File: src/rtl/sched_pkg.sv
package sched_pkg;

    typedef enum logic {
        MODE_WRR    = 1'b0,
        MODE_STRICT = 1'b1
    } qmode_e;

    typedef enum logic [2:0] {
        PK_NONE     = 3'd0,
        PK_STRICT   = 3'd1,
        PK_WRR_CONT = 3'd2,
        PK_WRR_NEW  = 3'd3,
        PK_PLAIN_RR = 3'd4
    } pick_kind_e;

    localparam int PRIO_N  = 8;
    localparam int FIELD_W = 4;
    localparam int MAP_W   = PRIO_N * FIELD_W;
    localparam int ADDR_W  = 4;
    localparam int DATA_W  = 32;

    localparam logic [ADDR_W-1:0] ADDR_QSEL   = 4'h0;
    localparam logic [ADDR_W-1:0] ADDR_MODE   = 4'h1;
    localparam logic [ADDR_W-1:0] ADDR_WEIGHT = 4'h2;
    localparam logic [ADDR_W-1:0] ADDR_MAP    = 4'h3;

    typedef struct packed {
        logic              we;
        logic [ADDR_W-1:0] addr;
        logic [DATA_W-1:0] data;
    } cfg_wr_t;

    function automatic int map_shift(input int nq);
        if (nq == 2) return 2;
        if (nq == 4) return 1;
        return 0;
    endfunction

    function automatic logic [MAP_W-1:0] default_map(input int nq);
        logic [MAP_W-1:0] m;
        m = '0;
        for (int p = 0; p < PRIO_N; p++) begin
            m[p*FIELD_W +: FIELD_W] = FIELD_W'(p >> map_shift(nq));
        end
        return m;
    endfunction

endpackage

File: src/rtl/sched_cfg_regs.sv
module sched_cfg_regs
    import sched_pkg::*;
#(
    parameter int NUM_Q    = 4,
    parameter int WEIGHT_W = 8,
    parameter int RATE_W   = 8,
    localparam int QW      = $clog2(NUM_Q)
) (
    input  logic                             clk,
    input  logic                             rst,
    input  cfg_wr_t                          wr,
    output logic [NUM_Q-1:0]                 strict_mask,
    output logic [NUM_Q-1:0][WEIGHT_W-1:0]   weight,
    output logic [MAP_W-1:0]                 prio_map,
    output logic                             limit_on
);

    logic [QW-1:0]                   qsel;
    qmode_e                          mode [NUM_Q];
    logic [NUM_Q-1:0][RATE_W-1:0]    shadow;
    logic                            rate_wr;
    logic [QW-1:0]                   ridx;
    logic                            any_nz_next;
    logic                            unused_bits;

    assign rate_wr = wr.we && wr.addr[3] && (int'(wr.addr[2:0]) < NUM_Q);
    assign ridx    = wr.addr[QW-1:0];
    assign unused_bits = ^{wr.data[DATA_W-1:RATE_W], wr.data[DATA_W-1:WEIGHT_W]};

    always_comb begin
        any_nz_next = 1'b0;
        for (int q = 0; q < NUM_Q; q++) begin
            if (QW'(q) == ridx) any_nz_next = any_nz_next | (wr.data[RATE_W-1:0] != '0);
            else                any_nz_next = any_nz_next | (shadow[q] != '0);
        end
    end

    always_ff @(posedge clk) begin
        if (rst) begin
            qsel     <= '0;
            prio_map <= default_map(NUM_Q);
            for (int q = 0; q < NUM_Q; q++) begin
                mode[q]   <= MODE_WRR;
                weight[q] <= WEIGHT_W'(1);
            end
        end else if (wr.we) begin
            case (wr.addr)
                ADDR_QSEL:   qsel         <= wr.data[QW-1:0];
                ADDR_MODE:   mode[qsel]   <= qmode_e'(wr.data[0]);
                ADDR_WEIGHT: weight[qsel] <= wr.data[WEIGHT_W-1:0];
                ADDR_MAP:    prio_map     <= wr.data[MAP_W-1:0];
                default: ;
            endcase
        end
    end

    always_ff @(posedge clk) begin
        if (rst) begin
            shadow   <= '0;
            limit_on <= 1'b0;
        end else if (rate_wr) begin
            shadow[ridx] <= wr.data[RATE_W-1:0];
            if (ridx == QW'(NUM_Q-1)) limit_on <= any_nz_next;
        end
    end

    always_comb begin
        for (int q = 0; q < NUM_Q; q++) strict_mask[q] = (mode[q] == MODE_STRICT);
    end

endmodule

File: src/rtl/sched_pick.sv
module sched_pick
    import sched_pkg::*;
#(
    parameter int NUM_Q = 4,
    localparam int QW   = $clog2(NUM_Q)
) (
    input  logic [NUM_Q-1:0] q_nonempty,
    input  logic [NUM_Q-1:0] strict_mask,
    input  logic             limit_on,
    input  logic [QW-1:0]    wrr_cur,
    input  logic             wrr_left_nz,
    output logic             pick_valid,
    output logic [QW-1:0]    pick_q,
    output pick_kind_e       pick_kind
);

    logic [NUM_Q-1:0] strict_req;
    logic [NUM_Q-1:0] wrr_req;
    logic [NUM_Q-1:0] rot_mask;
    logic             rot_found;
    logic [QW-1:0]    rot_sel;
    logic             hi_found;
    logic [QW-1:0]    hi_sel;

    assign strict_req = q_nonempty & strict_mask;
    assign wrr_req    = q_nonempty & ~strict_mask;
    assign rot_mask   = limit_on ? q_nonempty : wrr_req;

    // next set bit strictly after wrr_cur, wrapping
    always_comb begin
        rot_found = 1'b0;
        rot_sel   = '0;
        for (int i = NUM_Q; i >= 1; i--) begin
            if (rot_mask[(int'(wrr_cur) + i) % NUM_Q]) begin
                rot_found = 1'b1;
                rot_sel   = QW'((int'(wrr_cur) + i) % NUM_Q);
            end
        end
    end

    always_comb begin
        hi_found = 1'b0;
        hi_sel   = '0;
        for (int i = 0; i < NUM_Q; i++) begin
            if (strict_req[i]) begin
                hi_found = 1'b1;
                hi_sel   = QW'(i);
            end
        end
    end

    always_comb begin
        pick_valid = 1'b0;
        pick_q     = '0;
        pick_kind  = PK_NONE;
        if (limit_on) begin
            pick_valid = rot_found;
            pick_q     = rot_sel;
            pick_kind  = rot_found ? PK_PLAIN_RR : PK_NONE;
        end else if (hi_found) begin
            pick_valid = 1'b1;
            pick_q     = hi_sel;
            pick_kind  = PK_STRICT;
        end else if (wrr_req[wrr_cur] && wrr_left_nz) begin
            pick_valid = 1'b1;
            pick_q     = wrr_cur;
            pick_kind  = PK_WRR_CONT;
        end else if (rot_found) begin
            pick_valid = 1'b1;
            pick_q     = rot_sel;
            pick_kind  = PK_WRR_NEW;
        end
    end

endmodule

File: src/rtl/sched_grant.sv
module sched_grant
    import sched_pkg::*;
#(
    parameter int NUM_Q    = 4,
    parameter int WEIGHT_W = 8,
    localparam int QW      = $clog2(NUM_Q)
) (
    input  logic                           clk,
    input  logic                           rst,
    input  logic                           pick_valid,
    input  logic [QW-1:0]                  pick_q,
    input  pick_kind_e                     pick_kind,
    input  logic [NUM_Q-1:0][WEIGHT_W-1:0] eff_weight,
    input  logic                           frame_done,
    output logic                           busy,
    output logic [QW-1:0]                  grant_q,
    output logic [QW-1:0]                  wrr_cur,
    output logic                           wrr_left_nz
);

    logic [WEIGHT_W-1:0] wrr_left;

    assign wrr_left_nz = (wrr_left != '0);

    always_ff @(posedge clk) begin
        if (rst) begin
            busy     <= 1'b0;
            grant_q  <= '0;
            wrr_cur  <= QW'(NUM_Q-1);
            wrr_left <= '0;
        end else if (busy) begin
            if (frame_done) busy <= 1'b0;
        end else if (pick_valid) begin
            busy    <= 1'b1;
            grant_q <= pick_q;
            case (pick_kind)
                PK_WRR_CONT: wrr_left <= wrr_left - 1'b1;
                PK_WRR_NEW: begin
                    wrr_cur  <= pick_q;
                    wrr_left <= eff_weight[pick_q] - 1'b1;
                end
                PK_PLAIN_RR: begin
                    wrr_cur  <= pick_q;
                    wrr_left <= '0;
                end
                default: ;
            endcase
        end
    end

endmodule

File: src/rtl/egress_sched_top.sv
module egress_sched_top
    import sched_pkg::*;
#(
    parameter int NUM_Q    = 4,
    parameter int WEIGHT_W = 8,
    parameter int RATE_W   = 8,
    localparam int QW      = $clog2(NUM_Q)
) (
    input  logic              clk,
    input  logic              rst,
    input  logic              cfg_we,
    input  logic [3:0]        cfg_addr,
    input  logic [31:0]       cfg_wdata,
    input  logic [NUM_Q-1:0]  q_nonempty,
    input  logic              frame_done,
    input  logic [2:0]        arr_prio,
    output logic [QW-1:0]     arr_queue,
    output logic              grant_valid,
    output logic [QW-1:0]     grant_q
);

    cfg_wr_t                         wr;
    logic [NUM_Q-1:0]                strict_mask;
    logic [NUM_Q-1:0][WEIGHT_W-1:0]  weight;
    logic [NUM_Q-1:0][WEIGHT_W-1:0]  eff_weight;
    logic [MAP_W-1:0]                prio_map;
    logic                            limit_on;
    logic                            pick_valid;
    logic [QW-1:0]                   pick_q;
    pick_kind_e                      pick_kind;
    logic [QW-1:0]                   wrr_cur;
    logic                            wrr_left_nz;

    assign wr = '{we: cfg_we, addr: cfg_addr, data: cfg_wdata};

    generate
        for (genvar q = 0; q < NUM_Q; q++) begin : g_weight
            assign eff_weight[q] = (weight[q] == '0) ? WEIGHT_W'(1) : weight[q];
        end
    endgenerate

    assign arr_queue = prio_map[{arr_prio, 2'b00} +: QW];

    sched_cfg_regs #(.NUM_Q(NUM_Q), .WEIGHT_W(WEIGHT_W), .RATE_W(RATE_W)) u_cfg (
        .clk         (clk),
        .rst         (rst),
        .wr          (wr),
        .strict_mask (strict_mask),
        .weight      (weight),
        .prio_map    (prio_map),
        .limit_on    (limit_on)
    );

    sched_pick #(.NUM_Q(NUM_Q)) u_pick (
        .q_nonempty  (q_nonempty),
        .strict_mask (strict_mask),
        .limit_on    (limit_on),
        .wrr_cur     (wrr_cur),
        .wrr_left_nz (wrr_left_nz),
        .pick_valid  (pick_valid),
        .pick_q      (pick_q),
        .pick_kind   (pick_kind)
    );

    sched_grant #(.NUM_Q(NUM_Q), .WEIGHT_W(WEIGHT_W)) u_grant (
        .clk         (clk),
        .rst         (rst),
        .pick_valid  (pick_valid),
        .pick_q      (pick_q),
        .pick_kind   (pick_kind),
        .eff_weight  (eff_weight),
        .frame_done  (frame_done),
        .busy        (grant_valid),
        .grant_q     (grant_q),
        .wrr_cur     (wrr_cur),
        .wrr_left_nz (wrr_left_nz)
    );

endmodule

File: config.mk
export PLATFORM = sky130hd
export DESIGN_NAME = egress_sched_top
export DESIGN_NICKNAME = d
export VERILOG_FILES = /design/src/rtl/sched_pkg.sv /design/src/rtl/sched_cfg_regs.sv /design/src/rtl/sched_pick.sv /design/src/rtl/sched_grant.sv /design/src/rtl/egress_sched_top.sv
export SDC_FILE = /design/constraint.sdc
export NUM_CORES = 1
export LEC_CHECK = 0
export BUFFER_PORTS_ARGS = -buffer_cell sky130_fd_sc_hd__buf_4
export CAP_MARGIN = 10
export CELL_PAD_IN_SITES_DETAIL_PLACEMENT = 1
export CELL_PAD_IN_SITES_GLOBAL_PLACEMENT = 2
export CORE_MARGIN = 3
export CORE_UTILIZATION = 40
export DETAILED_ROUTE_END_ITERATION = 6
export PLACE_DENSITY = 0.83
export REMOVE_ABC_BUFFERS = 1
export SETUP_SLACK_MARGIN = 0.4
export SLEW_MARGIN = 20
export SYNTH_ARGS = -nofsm -noshare
export SYNTH_HDL_FRONTEND = slang
export SYNTH_HIERARCHICAL = 1
export SYNTH_SLANG_ARGS = --single-unit
export TNS_END_PERCENT = 1
File: constraint.sdc
create_clock -name clk -period 5.85 [get_ports clk]
set_input_delay 0.2925 -clock clk [delete_from_list [all_inputs] [get_ports clk]]
set_output_delay 0.2925 -clock clk [all_outputs]
set_load 0.03 [all_outputs]
==> results of run 1 <==
[worst register-to-register path, cell delays in order (launching register included)]
cell	delay, ns
edfxtp_1	0.47
a22o_1	0.27
a221oi_2	0.38
nand2_1	0.11
o21ai_1	0.13
a22o_1	0.61
mux4_2	0.59
mux2i_1	0.22
ha_1	0.33
inv_1	0.14
or4_1	0.53
nand3_1	0.07
[layout make-up]
cell class / count / area (µm²)
Inverter: 10 / 37.5
Multi-Input combinational cell: 385 / 2700
Tap cell: 168 / 210
Sequential cell: 92 / 1880
Clock buffer: 10 / 229
Timing Repair Buffer: 41 / 308
Fill cell: 1427 / 6660
Clock inverter: 6 / 88.8
[sequential cells by signal, indices dropped and copies added (netlist names)]
| signal | flops |
|---|---|
| u_grant/grant_q | 2 |
| u_grant/wrr_cur | 2 |
| u_cfg/mode | 4 |
| u_cfg/shadow | 24 |
| u_cfg/limit_on | 1 |
| u_grant/wrr_left | 8 |
| u_cfg/prio_map | 16 |
| u_cfg/qsel | 2 |
| u_cfg/weight | 32 |
| u_grant/busy | 1 |
[worst paths after layout]
kind	start	end	cells after the start
worst max-delay path	u_cfg/mode[2]	u_grant/wrr_left[6]	11
worst min-delay path	frame_done	u_grant/busy	2
worst max register to register	u_cfg/mode[2]	u_grant/wrr_left[6]	11
worst min register to register	u_cfg/prio_map[5]	u_cfg/prio_map[5]	2
[placed cells by master (no fill, tap or decap), types with 9 or more instances in the layout]
cell,count
a21oi_1,22
buf_4,41
clkbuf_16,9
dfxtp_1,88
inv_1,9
mux2i_1,62
mux4_1,10
nand2_1,54
nand3_1,13
nand3b_1,11
nor2_1,82
nor4_1,17
[power breakdown]
group	switching [mW]	internal, mW	total, mW	leakage [nW]
clock	0.257	0.376	0.633	0.149
combinational	0.129	0.0959	0.225	1.36
sequential	0.0189	0.647	0.666	0.753
total	0.405	1.12	1.52	2.26
[metrics by stage]
stage / worst slack, ns / power [mW] / utilization
after global placement: 2.00 / 0.898 / 0.424
after detailed placement: 1.95 / 0.906 / 0.424
final: 1.92 / 1.52 / 0.451
after floorplan: 2.51 / 0.818 / -
after CTS: 1.91 / 1.54 / 0.451
after global routing: 1.57 / 1.60 / 0.451
[metal layers]
layer | track usage | vias to the layer above
met5 | 0 | -
met2 | 0.307 | 54
met1 | 0.238 | 1953
li1 | - | 1915
met3 | 0.0303 | 14
met4 | 0.0593 | 0
==> impl_metrics.ini, run 1 <==
[placement]
dpl.hpwl_um = 8710
portBuffers = 39
gp_congestion = 0.784
post_dp_cell_area_um2 = 5140
dpl.cell_count = 696

[clocking]
clk_pin_slew_ns = 0.07
cts_setup_buffers = 0
clk_latency_ns = 0.34
h-tree-depth = 3
clockRootBuffer = clkbuf_16
cts.sinks = 92
cts_buffers = 9
cts_tree = yes
cts.path.max_buffers = 2
postCtsHoldBufs = 0
ctsResizeCount = 0

[drt]
final_antenna_net_count = 0
vias = 3936
wl_met1_um = 5760
route.met3.wl_um = 343
route.detailed.drc = 0
post_drt_wl_per_cell_um = 17.2
drtPass1Iterations = 4
wl_met2_um = 5980
routed.top_layer = met4
drtIter0Drc = 170
vias_per_cell = 5.53
wirelength_um = 12300

[layout]
n_antenna_cell = 0
final_cells = 712
drive_above_1_share = 0.151
nets = 587
finalInstanceArea_um2 = 5460
area_growth_pct = 8.94

[yosys]
netlist_area_um2 = 5010
post_synth_inst_count = 562
synth_warnings = 6
synth.avg_cell_area_um2 = 8.91

[die]
pin_count = 52
row_count = 40
die_w_um = 118
dieArea_um2 = 13900
coreArea_um2 = 12100
die_y_um = 118
initial_utilization = 0.414

[worst_setup_path]
required_ns = 6.14
r2r_setup_slack_ns = 1.92
worstPathArrival_ns = 4.21
cp_num_buf_inv = 1
critical-path-max-stage-delay_ns = 0.61
path_delay_family = compound AO/OA/AOI/OAI gates
path_class = reg2reg
slowest_stage = a22o_1
critPathCaptureType = flop
crit_path_start_kind = flop
cp_cell_sequence = a22o_1 > a221oi_2 > nand2_1 > o21ai_1 > a22o_1 > mux4_2 > mux2i_1 > ha_1 > inv_1 > or4_1 > nand3_1
crit_fanout = 13
cpMostUsedCell = a22o_1

[grt]
antenna_found_initial = 0
grt_pass1_wl_um = 20800
grt_max_degree = 83
grt_pass1_vias = 4112
grt_overflow = 0
grt_util_all_layers = 0.182

[sta]
tightest_slew_ns = 0.862
slew_violations = 0
clock_skew_ns = 0.00906
finalCriticalPeriod_ns = 3.93
fin_tns_setup_ns = 0
fin_hold_ws_ns = 0.137
finalCritPeriodShare = 0.671
setup_viol = 0
slew_headroom = 0.424
rsz0062_at_grt = no
hold_viol_final = 0
fmax_mhz = 255

[hold_path]
holdCritPathClass = in2reg

[job]
cap_viol_max_count = 0

[power_and_ir_drop]
p_leak_nw = 2.26
p_per_area_nw_per_um2 = 279
peakVddDrop_mv = 0.171

[status]
status = finished clean
Note: power is estimated with default switching activity, not from simulation.
==> run 2, diff against run 1 <==
- CORE_UTILIZATION: 40 -> 33
- PLACE_DENSITY: 0.83 -> 0.73
- clock period: 5.85 -> 3.2 ns (I/O delays scaled with it)
==> run 2 against run 1 <==
Compared with the run above: die area up 20%; largest cell class unchanged; non-clock buffer count up 36; clock skew fell by 0.00091 ns; final area up 5.6%; critical endpoint unchanged; total power is 80% higher.
==> impl_metrics.ini, run 2 (same netlist as run 1, synthesis figures left out) <==
[power_and_ir_drop]
p_per_area_nw_per_um2 = 475
p_int_mw = 1.97
power.total_mw = 2.74
p_sw_frac = 0.281
power_frac_seq = 0.442
p_leak_nw = 2.43
peakVddDrop_mv = 0.238
power_frac_comb = 0.196
clockPowerShare = 0.362
netSwitchingPower_mw = 0.769

[drt]
drtPass1Iterations = 4
vias = 4044
vias_per_cell = 5.29
route.detailed.drc = 0
final_antenna_net_count = 0
post_drt_wl_per_cell_um = 17.7
drtIter0Drc = 208
wirelength_um = 13500

[sta]
fin_tns_setup_ns = 0
finalCriticalPeriod_ns = 3.07
setup_viol = 0
slew_headroom = 0.400
fin_hold_ws_ns = 0.0316
rsz0062_at_grt = yes
slew_violations = 0
fmax_mhz = 325
finalCritPeriodShare = 0.960
clock_skew_ns = 0.00816
tightest_slew_ns = 0.898
hold_viol_final = 0

[worst_setup_path]
crit_start = u_cfg/mode[1]
critPathCaptureType = flop
setup.worst_path.end = u_grant/wrr_left[6]
path_class = reg2reg
worstPathArrival_ns = 3.36
crit_path_start_kind = flop
regToRegEndpoint = u_grant/wrr_left[6]
crit_fanout = 6
r2r_setup_slack_ns = 0.13
reg2regPathDepth = 11
timing.rr.start = u_cfg/mode[1]
required_ns = 3.49

[die]
coreArea_um2 = 14700
dieArea_um2 = 16700
row_count = 44
initial_utilization = 0.341
pin_count = 52
die_w_um = 129
die_y_um = 129

[clocking]
clockRootBuffer = clkbuf_16
cts_buffers = 9
clk_latency_ns = 0.35
cts_tree = yes
clk_pin_slew_ns = 0.06
h-tree-depth = 3
cts.sinks = 92
cts.path.max_buffers = 2

[layout]
drive_above_1_share = 0.222
nets = 623
final_cells = 764
multi_input_area_um2 = 2760
utilization = 0.392
largest-register = u_cfg/weight
largest_reg_flops = 32
area_growth_pct = 15.0
ff_latch_area_um2 = 1880
reg.largest.list = u_cfg/weight: 32 flops, u_cfg/shadow: 24 flops, u_cfg/prio_map: 16 flops
n_antenna_cell = 0
final_common_cell = dfxtp_1
layout_common_cells = dfxtp_1, nor2_1, buf_4, mux2i_1, nand2_1
nFillCells = 1690

[grt]
grt_max_degree = 54
antenna_found_initial = 0
grt_pass1_wl_um = 22100
grt_pass1_vias = 4281
grt_overflow = 0
grt_util_all_layers = 0.167

[hold_path]
holdCritPathClass = in2reg
hold_path_depth = 3

[job]
cap_viol_max_count = 0

[status]
status = finished clean

[placement]
dpl.cell_count = 739
gp_congestion = 0.799
portBuffers = 39
dpl.hpwl_um = 9750
run 2: worst min path at each step:
stage	from	endpoint	slack [ns]
6_report	cfg_wdata[17]	u_cfg/prio_map[17]	0.03
5_1_grt	cfg_wdata[29]	u_cfg/prio_map[29]	0.03
4_1_cts	cfg_wdata[8]	u_cfg/prio_map[8]	0.02
3_5_place_dp	frame_done	u_grant/busy	0.35
3_3_place_gp	frame_done	u_grant/busy	0.35
2_1_floorplan	rst	u_cfg/prio_map[0]	0.23
run 2: power by group through the flow:
stage,Sequential (mW),Combinational [mW],Clock (mW)
floorplan,1.24,0.254,0
global placement,1.23,0.483,0
detailed placement,1.24,0.495,0
CTS,1.21,0.525,1.03
global route,1.21,0.590,1.08
finish,1.21,0.537,0.991
run 2: critical path, stage by stage (launching register included):
cell and delay (ns):
edfxtp_1 0.43, nand2b_4 0.17, o211ai_1 0.22, o211ai_2 0.18, a31o_1 0.27, a22o_4 0.25
buf_4 0.17, mux4_2 0.48, nor2_4 0.11, a32oi_2 0.14, or4_1 0.52, nand3_1 0.09
run 2: through the flow:
| step | cell area (µm²) | setup WS [ns] |
|---|---|---|
| 2_1_floorplan | 4620 | -0.144 |
| 3_3_place_gp | 5360 | 0.0706 |
| 3_5_place_dp | 5360 | -0.0190 |
| 4_1_cts | 5730 | 0.131 |
| 5_1_grt | 5760 | -0.0600 |
| 6_report | 5760 | 0.127 |
run 2: layout make-up:
| class | instances | share of cell area |
|---|---|---|
| repair buffers | 77 | 0.101 |
| clock buffers | 10 | 0.0397 |
| flip-flops and latches | 92 | 0.327 |
| multi-input cells | 385 | 0.479 |
| clock inverters | 6 | 0.00673 |
| inverters | 10 | 0.00651 |
| well taps | 184 | 0.0400 |
run 2: what timing repair did:
item	CTS	global route
hold buffers	1	0
setup endpoints to repair	7	8
buffers inserted	7	1
gates resized for setup	11	9
pin swaps	5	10
cloned	0	0
endpoints found under the hold margin	1	0
run 2: per-layer routing:
| metal | track usage | vias up | part of all wire | wire length [µm] |
|---|---|---|---|---|
| met5 | 0 | - | 0 | 0 |
| met4 | 0.0371 | 0 | 0.010 | 138 |
| met3 | 0.0404 | 13 | 0.030 | 401 |
| met2 | 0.280 | 63 | 0.49 | 6580 |
| met1 | 0.220 | 1987 | 0.47 | 6390 |
| li1 | - | 1981 | - | - |
==> run 3, diff against run 2 <==
- ABC_AREA: not set -> 1
- CORE_UTILIZATION: 33 -> 30
- PLACE_DENSITY: 0.73 -> 0.72
==> run 3 against run 2 <==
Compared with the run above: die area grew 14%; register-to-register slack improved by 0.37 ns; synthesized cell count increased by 38%; critical endpoint is now u_grant/wrr_left[5]; clock skew decreased by 0.0018 ns.
==> impl_metrics.ini, run 3 <==
[status]
status = finished clean

[clocking]
h-tree-depth = 3
cts.path.max_buffers = 2
cts.sinks = 92
clockRootBuffer = clkbuf_16
clk_pin_slew_ns = 0.07
cts_tree = yes
cts_buffers = 9
clk_latency_ns = 0.35

[drt]
wirelength_um = 14800
vias_per_cell = 4.66
vias = 4754
drtIter0Drc = 155
post_drt_wl_per_cell_um = 14.5
final_antenna_net_count = 0
drtPass1Iterations = 4
route.detailed.drc = 0

[layout]
largest_reg_flops = 32
layout_common_cells = nand2_1, nor2_1, dfxtp_1, inv_1, o21ai_0
ff_latch_area_um2 = 1890
largest-register = u_cfg/weight
reg.largest.list = u_cfg/weight: 32 flops, u_cfg/shadow: 24 flops, u_cfg/prio_map: 16 flops
area_growth_pct = 23.3
nets = 843
n_antenna_cell = 0
final_common_cell = nand2_1
nFillCells = 2126
drive_above_1_share = 0.265
multi_input_area_um2 = 2950

[power_and_ir_drop]
p_per_area_nw_per_um2 = 636
p_leak_nw = 2.95
power.total_mw = 4.09
peakVddDrop_mv = 0.276

[worst_setup_path]
path_delay_family = simple AND/OR/NAND/NOR gates
cpMostUsedCell = nand2_2
required_ns = 3.47
crit_path_start_kind = flop
slowest_stage = dfxtp_4
cp_num_buf_inv = 5
crit_fanout = 5
critPathCaptureType = flop
path_class = reg2reg
cp_cell_sequence = buf_6 > nor2_4 > inv_1 > nand2_1 > nand3_2 > nand2_2 > inv_1 > nand2_2 > nand2_2 > nand2_2 > nand3_2 > nand2_2 > nand2_2 > a21oi_4 > buf_6 > buf_16 > nand2_1 > nand3_2 > nand3_4 > nand2_4 > nand3_2 > o21ai_1 > nand3_1 > a21oi_1
worstPathArrival_ns = 2.97
critical-path-max-stage-delay_ns = 0.38

[die]
dieArea_um2 = 19000
die_y_um = 138
pin_count = 52
coreArea_um2 = 16800
die_w_um = 138
row_count = 47
initial_utilization = 0.310

[grt]
grt_overflow = 0
antenna_found_initial = 0
grt_util_all_layers = 0.159
grt_max_degree = 30
grt_pass1_wl_um = 23800
grt_pass1_vias = 4831

[sta]
slew_headroom = 0.435
fin_tns_setup_ns = 0
setup_viol = 0
clock_skew_ns = 0.00640
rsz0062_at_grt = yes
finalCriticalPeriod_ns = 2.70
hold_viol_final = 0
tightest_slew_ns = 0.847
fmax_mhz = 370
slew_violations = 0
finalCritPeriodShare = 0.844

[yosys]
synth.avg_cell_area_um2 = 6.73
netlist_area_um2 = 5210
post_synth_inst_count = 774
synth_warnings = 6

[placement]
portBuffers = 39
gp_congestion = 0.787
dpl.hpwl_um = 10700

[hold_path]
holdCritPathClass = in2reg

[job]
cap_viol_max_count = 0
-- run 3: changes by cell type in the layout (fill, tap and decap cells not counted), moves of 22 or more --
cell     change
o21ai_0     +61
a21oi_1     +24
mux2i_1     -61
nand3_2     +22
nand2_2     +30
inv_1       +68
nand2_1     +93
-- run 3: routing by layer --
layer	global-route usage	part of all wire	vias up
met1	0.204	0.47	2214
met4	0.0472	0.014	0
li1	-	-	2478
met5	0	0	-
met2	0.265	0.49	46
met3	0.0351	0.022	16
-- run 3: final timing paths --
kind,start,to,slack (ns),cells past startpoint
max,u_grant/wrr_cur[0],u_grant/wrr_left[5],0.50,24
min,cfg_wdata[24],u_cfg/prio_map[24],0.01,3
max reg2reg,u_grant/wrr_cur[0],u_grant/wrr_left[5],0.50,24
min reg2reg,u_cfg/prio_map[12],u_cfg/prio_map[12],0.47,2
-- run 3: cell type report --
cell class                 instances  area share
tap                              220      0.0428
inverter                          93      0.0578
timing repair buffer              72      0.0981
sequential                        92       0.294
clock buffer                      11      0.0378
multi-input combinational        527       0.459
clock inverter                     5      0.0105
-- run 3: repair_timing --
item	4_1_cts	5_1_grt
gates cloned	1	1
hold buffers	5	0
buffers inserted	7	11
endpoints found under the hold margin	5	0
gates resized for setup	16	89
pin swaps	5	42
setup endpoints to repair	7	7
-- run 3: worst min-delay path: cells and delay by family --
kind | cells | cell delay (ns)
and+or+nand+nor | 2 | 0.09
buffers and inverters | 1 | 0.08
-- run 3: power breakdown --
| group | leakage, nW | switching, mW | internal (mW) |
|---|---|---|---|
| clock | 0.152 | 0.483 | 0.639 |
| combinational | 2.04 | 0.991 | 0.711 |
| sequential | 0.755 | 0.0524 | 1.21 |
| total | 2.95 | 1.53 | 2.56 |
-- run 3: through the flow --
| stage | instances | hold WS (ns) | area [µm²] | util | setup WS (ns) |
|---|---|---|---|---|---|
| 2_1_floorplan | 712 | 0.222 | 4830 | - | 0.301 |
| 3_3_place_gp | 979 | 0.358 | 5470 | 0.325 | 0.233 |
| 3_5_place_dp | 979 | 0.368 | 5470 | 0.325 | 0.158 |
| 4_1_cts | 1008 | 0.00397 | 5970 | 0.355 | 0.401 |
| 5_1_grt | 1020 | 0.0107 | 6430 | 0.382 | 0.296 |
| 6_report | 1020 | 0.0135 | 6430 | 0.382 | 0.500 |
